<file path="config.mk">
export PLATFORM = sky130hd
export DESIGN_NAME = remap_addr_decoder
export DESIGN_NICKNAME = d
export VERILOG_FILES = /design/src/rtl/remap_dec_pkg.sv /design/src/rtl/remap_mode_dec.sv /design/src/rtl/remap_win_class.sv /design/src/rtl/remap_access_guard.sv /design/src/rtl/remap_addr_decoder.sv
export SDC_FILE = /design/constraint.sdc
export NUM_CORES = 1
export LEC_CHECK = 0
export BUFFER_PORTS_ARGS = -buffer_cell sky130_fd_sc_hd__buf_2
export CAP_MARGIN = 15
export CORE_AREA = 2 2 39 41
export CTS_BUF_LIST = sky130_fd_sc_hd__clkbuf_8
export DETAILED_ROUTE_END_ITERATION = 10
export DIE_AREA = 0 0 41 43
export HOLD_SLACK_MARGIN = 0.03
export PLACE_DENSITY = 0.77
export SYNTH_ARGS = -nofsm -noshare
export SYNTH_HDL_FRONTEND = slang
export SYNTH_SLANG_ARGS = --single-unit
export TNS_END_PERCENT = 10
</file>
<file path="constraint.sdc">
create_clock -name clk_i -period 1.71 [get_ports clk_i]
set_clock_uncertainty 0.2 [all_clocks]
set_input_delay 0.2565 -clock clk_i [delete_from_list [all_inputs] [get_ports clk_i]]
set_output_delay 0.2565 -clock clk_i [all_outputs]
set_load 0.02 [all_outputs]
</file>
<file path="src/rtl/remap_dec_pkg.sv">
package remap_dec_pkg;
  localparam int unsigned ADDR_W  = 32;
  localparam int unsigned REMAP_W = 6;
  localparam int unsigned TGT_N   = 4;
  localparam int unsigned TGT_W   = $clog2(TGT_N);

  typedef enum logic [1:0] {TGT_NOR0, TGT_NOR1, TGT_DDR, TGT_EXT} tgt_e;
  typedef enum logic [2:0] {
    MODE_BOOT_NOR, MODE_DDR_LOW, MODE_EXT_LOW, MODE_ALL_DDR, MODE_NOR_DDR
  } mode_e;
  typedef enum logic [2:0] {WIN_BOOT, WIN_LOW, WIN_MID, WIN_HIGH, WIN_NONE} win_e;
  typedef enum logic [1:0] {MST_CORE0, MST_CORE1, MST_PERIPH, MST_OTHER} mst_e;

  localparam logic [ADDR_W-1:0] BOOT_END = 32'h03FF_FFFF;
  localparam logic [ADDR_W-1:0] LOW_END  = 32'h3FFF_FFFF;
  localparam logic [ADDR_W-1:0] MID_BEG  = 32'h6000_0000;
  localparam logic [ADDR_W-1:0] MID_END  = 32'h7FFF_FFFF;
  localparam logic [ADDR_W-1:0] HIGH_BEG = 32'hC000_0000;
  localparam logic [ADDR_W-1:0] HIGH_END = 32'hFFEF_FFFF;
  localparam logic [7:0]        TOP_MB   = 8'hFF;
endpackage

</file>
<file path="src/rtl/remap_mode_dec.sv">
module remap_mode_dec
  import remap_dec_pkg::*;
(
  input  logic [3:0] layout_i,
  output mode_e      mode_o
);
  // lowest set bit wins
  always_comb begin
    if (layout_i[0])      mode_o = MODE_DDR_LOW;
    else if (layout_i[1]) mode_o = MODE_EXT_LOW;
    else if (layout_i[2]) mode_o = MODE_ALL_DDR;
    else if (layout_i[3]) mode_o = MODE_NOR_DDR;
    else                  mode_o = MODE_BOOT_NOR;
  end
endmodule

</file>
<file path="src/rtl/remap_win_class.sv">
module remap_win_class
  import remap_dec_pkg::*;
(
  input  logic [ADDR_W-1:0] addr_i,
  output win_e              win_o
);
  always_comb begin
    if (addr_i <= BOOT_END)                            win_o = WIN_BOOT;
    else if (addr_i <= LOW_END)                        win_o = WIN_LOW;
    else if (addr_i >= MID_BEG && addr_i <= MID_END)   win_o = WIN_MID;
    else if (addr_i >= HIGH_BEG && addr_i <= HIGH_END) win_o = WIN_HIGH;
    else                                               win_o = WIN_NONE;
  end
endmodule

</file>
<file path="src/rtl/remap_access_guard.sv">
module remap_access_guard
  import remap_dec_pkg::*;
(
  input  logic [ADDR_W-1:0] addr_i,
  input  logic [1:0]        master_i,
  input  logic [1:0]        limit_i,
  output logic              deny_o
);
  logic is_core, is_periph, core_bad, periph_bad;

  always_comb begin
    is_core    = (master_i == MST_CORE0) || (master_i == MST_CORE1);
    is_periph  = (master_i == MST_PERIPH);
    core_bad   = addr_i[ADDR_W-1] && (addr_i[ADDR_W-1 -: 8] != TOP_MB);
    periph_bad = !addr_i[ADDR_W-1];
    deny_o     = (limit_i[0] && is_core && core_bad) ||
                 (limit_i[1] && is_periph && periph_bad);
  end
endmodule

</file>
<file path="src/rtl/remap_addr_decoder.sv">
module remap_addr_decoder
  import remap_dec_pkg::*;
#(
  parameter int unsigned DFLT_TGT = 3
) (
  input  logic                clk_i,
  input  logic                rst_ni,
  input  logic [ADDR_W-1:0]   addr_i,
  input  logic [1:0]          master_i,
  input  logic [REMAP_W-1:0]  remap_i,
  input  logic                nor_swap_i,
  output logic [TGT_N-1:0]    sel_o,
  output logic                err_o
);
  localparam logic [TGT_W-1:0] DFLT_IDX = TGT_W'(DFLT_TGT);

  mode_e            mode;
  win_e             win;
  logic             deny;
  tgt_e             nor_tgt;
  logic [TGT_W-1:0] tgt_idx;
  logic [TGT_N-1:0] sel_d;

  remap_mode_dec u_mode (
    .layout_i (remap_i[5:2]),
    .mode_o   (mode)
  );

  remap_win_class u_win (
    .addr_i (addr_i),
    .win_o  (win)
  );

  remap_access_guard u_guard (
    .addr_i   (addr_i),
    .master_i (master_i),
    .limit_i  (remap_i[1:0]),
    .deny_o   (deny)
  );

  assign nor_tgt = nor_swap_i ? TGT_NOR1 : TGT_NOR0;

  always_comb begin
    tgt_idx = DFLT_IDX;
    unique case (win)
      WIN_BOOT: unique case (mode)
        MODE_DDR_LOW, MODE_ALL_DDR: tgt_idx = TGT_DDR;
        MODE_EXT_LOW:               tgt_idx = TGT_EXT;
        default:                    tgt_idx = nor_tgt;
      endcase
      WIN_LOW: unique case (mode)
        MODE_EXT_LOW: tgt_idx = TGT_EXT;
        default:      tgt_idx = TGT_DDR;
      endcase
      WIN_MID, WIN_HIGH: unique case (mode)
        MODE_BOOT_NOR, MODE_DDR_LOW: tgt_idx = TGT_EXT;
        default:                     tgt_idx = TGT_DDR;
      endcase
      default: tgt_idx = DFLT_IDX;
    endcase
  end

  for (genvar g = 0; g < TGT_N; g++) begin : g_sel
    assign sel_d[g] = !deny && (tgt_idx == TGT_W'(g));
  end

  always_ff @(posedge clk_i or negedge rst_ni) begin
    if (!rst_ni) begin
      sel_o <= '0;
      err_o <= 1'b0;
    end else begin
      sel_o <= sel_d;
      err_o <= deny;
    end
  end
endmodule

</file>
# Word level (Yosys, flattened, before mapping)
# Cells that the tools add are included.
[totals]
out_inout_bits = 5
input_bits = 43
register_bits = 5
wordCells = 55
[classes]
reduce_logical = 22
n_mux = 13
eq_ne = 12
n_lt_le_gt_ge = 6
[ops]
columns = ["cell", "count"]
rows = [
  ["32-bit by 31-bit >= comparator with 1-bit output (second input constant)", 1],
  ["32-bit >= comparator (second input constant)", 1],
  ["32-bit by 26-bit less-or-equal comparator with 1-bit output (second input constant)", 1],
  ["32-bit by 30-bit less-or-equal comparator with 1-bit output (second input constant)", 1],
  ["32-bit by 31-bit less-or-equal comparator with 1-bit output (second input constant)", 1],
  ["32-bit less-or-equal comparator (second input constant)", 1],
  ["3-bit two-way mux", 8],
  ["3-bit by 2-bit equality test with 1-bit output (second input constant)", 4],
  ["1-bit logical AND", 11],
  ["8-bit inequality test (second input constant)", 1],
  ["2-bit equality test (second input constant)", 3],
  ["3-bit by 1-bit equality test with 1-bit output (second input constant)", 2],
  ["3-bit zero test", 2],
  ["2-bit one-hot mux with 3 select lines", 1],
  ["2-bit OR reduction", 3],
  ["2-bit by 1-bit equality test with 1-bit output (second input constant)", 2],
  ["2-bit zero test", 2],
  ["2-bit one-hot mux with 2 select lines", 1],
  ["1-bit two-way mux", 3],
  ["1-bit zero test", 2],
  ["1-bit logical OR", 2],
]

# Logic depth before layout (Yosys ltp)
[logic_depth]
ltp_word = 11
mapped_depth = 4
mapped_depth_nobuf = 4

# By module
# From an unflattened synthesis, not the netlist that was laid out.
[hier_totals]
cells_unflattened = 45
hier_area_um2 = 397.9
[modules_own_cells]
columns = ["mod", "seq_area_each_um2", "area_each_um2", "n_inst", "cells_per_inst"]
rows = [
  ["remap_addr_decoder", 125.1, 237.7, 1, 23],
  ["remap_win_class", 0.0, 82.6, 1, 11],
  ["remap_access_guard", 0.0, 42.5, 1, 6],
  ["remap_mode_dec", 0.0, 35.0, 1, 5],
]

# Worst setup path after synthesis
# Ideal clock, no wire load.
[synth_path]
path_kind = "in2reg"
start = "input addr_i[28]"
end = "register sel_o[2]"
stages = 3
setup_time_ns = 0.138
path_slack_ns = 0.224
t_arrival_ns = 1.149
required_time_ns = 1.372
path_buffers = 0
path_cell_list = "or4_1 -> o41ai_1 -> a211oi_1"
[synth_via]
elab_chain_cells = 11
word_cells_on_any_way = 25
classes_between = "6 x order compare; 5 x eq/ne; 5 x mux; 9 x reduce/logical"
[synth_rtl]
columns = ["item", "line", "text"]
rows = [
  ["from (decl)", "remap_addr_decoder.sv:8", "input logic [ADDR_W-1:0] addr_i,"],
  ["32-bit >= comparator / 32-bit less-or-equal comparator (equally long branches)", "remap_win_class.sv:11", "else if (addr_i >= HIGH_BEG && addr_i <= HIGH_END) win_o = WIN_HIGH;"],
  ["1-bit logical AND", "remap_win_class.sv:11", ""],
  ["3-bit two-way mux", "remap_win_class.sv:11", ""],
  ["3-bit two-way mux", "remap_win_class.sv:10", "else if (addr_i >= MID_BEG && addr_i <= MID_END) win_o = WIN_MID;"],
  ["3-bit two-way mux", "remap_win_class.sv:9", "else if (addr_i <= LOW_END) win_o = WIN_LOW;"],
  ["3-bit two-way mux", "remap_win_class.sv:8", "if (addr_i <= BOOT_END) win_o = WIN_BOOT;"],
  ["3-bit by 2-bit equality test with 1-bit output", "remap_addr_decoder.sv:45", "unique case (win)"],
  ["2-bit OR reduction", "remap_addr_decoder.sv:45", ""],
  ["2-bit one-hot mux with 3 select lines", "remap_addr_decoder.sv:45", ""],
  ["2-bit equality test", "remap_addr_decoder.sv:64", "assign sel_d[g] = !deny && (tgt_idx == TGT_W'(g));"],
  ["1-bit logical AND *", "remap_addr_decoder.sv:64", ""],
  ["via sel_d[2]", "remap_addr_decoder.sv:22", "logic [TGT_N-1:0] sel_d;"],
  ["to (signal assigned)", "remap_addr_decoder.sv:72", "sel_o <= sel_d;"],
  ["to (decl)", "remap_addr_decoder.sv:12", "output logic [TGT_N-1:0] sel_o,"],
]
# The timed path passes the listed nets; every way through them passes the cells marked *.

# Final worst setup path
# Same ends and word-level chain as after synthesis.

==> metrics.json <==
{
  "run_status": "finished, final reports clean",
  "netlist.top_cell.by_area": "dfrtp_1",
  "kind_of_cell_adding_the_most_delay_to_the_critical_path": "simple AND/OR/NAND/NOR gates",
  "grt_setup_unrepaired": "false",
  "synth.yosys.seq_area_share_pct": 44.1,
  "drc_violations_left": 0,
  "design.core.area_mm2": 0.00138,
  "timing.critical_path.from_type": "input pin",
  "synth-simple-area-share_pct": 37.4,
  "drtPass1Iterations": 3,
  "fin_crit_ps": 1460,
  "number_of_clock_buffers_inserted_by_tritoncts": 3,
  "rows": 14,
  "clockRootBuffer": "clkbuf_8",
  "dieArea_mm2": 0.00176,
  "finalWirelength_um": 764,
  "num_vias": 352,
  "number_of_failing_hold_endpoints_at_the_final_stage": 0,
  "portBuffers": 27,
  "power_leakage_nw": 0.267,
  "totalNegativeSetupSlack_ps": 0,
  "synth.yosys.warnings": 0,
  "critPathRequiredTime_ps": 1590,
  "synth_cells": 31,
  "yosys.cell_types.count": 17,
  "numClockSinks": 5,
  "first_iter_violations": 5,
  "fraction_of_layout_instances_using_a_drive_strength_above_1_pct": 50.8,
  "final_cell_count_no_fill": 81,
  "power_per_standard_cell_area_mw_per_mm2": 794,
  "synth.cell_area_um2": 284,
  "endpoint_kind": "flop",
  "synth.top_cell.area_share_pct": 44.1,
  "first_global_vias": 354,
  "num_antenna_cells": 0,
  "dp.cells": 76,
  "worstPathBufferInverterCount": 1,
  "syn_avg_cell_area_um2": 9.16,
  "synth_compound_gate_area_share_pct": 15.9,
  "netlist_top_cells_area": "dfrtp_1, nor3_1, nand3b_1",
  "timing.critical_path.from": "addr_i[28]",
  "cts.clk_slew.worst_paths_ps": 30,
  "cts_tree": "done",
  "post_dp_area_um2": 454,
  "routed_wire_length_per_instance_um": 9.43,
  "post_cts_setup_repair_buffer_count": 0,
  "cts_buffer_depth": 2,
  "critical_path.cell_chain": "buf_2 -> or4_1 -> o41ai_1 -> a211oi_1",
  "start_util_pct": 20.5,
  "synth_mux_area_share_pct": 0,
  "synth_top_family_by_area": "simple AND/OR/NAND/NOR gates",
  "syn_to_final_growth_pct": 79.3,
  "fp.dieW_um": 41,
  "synth_adder_area_share_pct": 0,
  "holdCritPathClass": "in -> reg",
  "max_cap_violations": 0,
  "timing.final.max_slew_violations": 0,
  "chipHeight_um": 43,
  "drt-vias-per-instance": 4.35,
  "critPathMaxFanout": 3,
  "min_from": "nor_swap_i",
  "final_cell_mix": "buf_2, nor3_1, dfrtp_1",
  "maximum_number_of_pins_on_one_net_before_global_route_repair": 7,
  "tightest_slew_ps": 358,
  "synth.ff_latch_count": 5,
  "remaining_global_route_overflow": 0,
  "period_share_pct": 85.2,
  "clock.fmax_mhz": 686,
  "syn-num-nets": 74,
  "worst_ep_arrival_time_ps": 1340,
  "most_common_cell_after_layout_fill_and_taps_aside": "buf_2",
  "drtAntennaViolNets": 0,
  "grt_util_all_layers_pct": 10.7,
  "cts-htree-levels": 1,
  "report.final.setup_viol": 0,
  "grt_pass1_wl_um": 1300,
  "num_io_pins": 48,
  "design_area_final_um2": 509,
  "number_of_antenna_violations_at_the_first_check_in_global_routing": 0,
  "irDropWorstVdd_v": 0.000242,
  "category_of_the_critical_setup_timing_path": "in -> reg",
  "slew_headroom_pct": 76.2,
  "max_stage_delay_ps": 570,
  "hpwlAfterDp_um": 641,
  "timing.critical_path.slowest_stage_cell": "or4_1",
  "final_nets": 109,
  "synth_xor_area_share_pct": 0,
  "routabilityCongestion": 0.801
}
[registers in the layout, indices dropped and copies added (netlist names)]
register  count
sel_o         4
err_o         1
[metal layers]
metal  up-vias  GRT usage [%]  wire, um
met5         -              0         0
met4         0           10.0         0
met3         0              0        61
met2        17           15.6       361
met1       144           13.3       341
li1        191              -         -
[power breakdown]
part | leakage, nW | switching, mW | internal (mW)
combinational | 0.175 | 0.0348 | 0.0369
sequential | 0.0652 | 0.00106 | 0.125
clock | 0.0269 | 0.0529 | 0.153
total | 0.267 | 0.0888 | 0.315
[cells by family (layout without fill, tap and decap cells)]
| group | after synthesis | after routing |
|---|---|---|
| buffers and inverters | 2 | 36 |
| and+or+nand+nor | 18 | 18 |
| AOI/OAI and AO/OA | 6 | 6 |
| DFF | 5 | 5 |
[repair_timing]
item / in CTS / in global routing
setup endpoints to repair: 0 / 0
endpoints found under the hold margin: 5 / 0
hold buffers: 1 / 0
resized for setup: 0 / 0
[tightest hold or removal path, stage by stage]
cell and delay [ps]:
buf_2 90, inv_1 60, nor3_1 50
[cell usage after synthesis]
cell type / n
nor3_1: 6
dfrtp_1: 5
nor2_1: 3
inv_1: 2
nand3b_1: 2
nand4_1: 2
a211oi_1: 1
a41o_1: 1
and3_1: 1
and3b_2: 1
nand2_1: 1
o21a_1: 1
o21ai_0: 1
o22ai_1: 1
o41ai_1: 1
or4_1: 1
or4b_1: 1
[final cells by class]
| class | instances | area (um^2) |
|---|---|---|
| fillers | 152 | 875 |
| repair buffers | 30 | 160 |
| multi-input cells | 24 | 151 |
| flip-flops and latches | 5 | 125 |
| clock buffers | 3 | 41.3 |
| well taps | 16 | 20.0 |
| inverters | 2 | 7.51 |
| clock inverters | 1 | 3.75 |
[stage by stage]
stage	utilization, %	hold WS (ps)	power (mW)	worst slack [ps]
finish	36.8	95.7	0.404	252
global route	36.8	105	0.425	171
CTS	36.8	90.8	0.411	258
detailed placement	32.8	-129	0.198	40.7
global placement	32.8	-132	0.197	52.5
floorplan	-	-239	0.154	224
[path summary, 6_finish.rpt]
| path | endpoint | cells after the start | slack [ps] |
|---|---|---|---|
| max | sel_o[2] | 4 | 250 |
| min | sel_o[1] | 3 | 100 |
| max in group asynchronous | err_o | 2 | 1010 |
| min in group asynchronous | sel_o[3] | 2 | 180 |
Power figures use the tool's default switching activity.
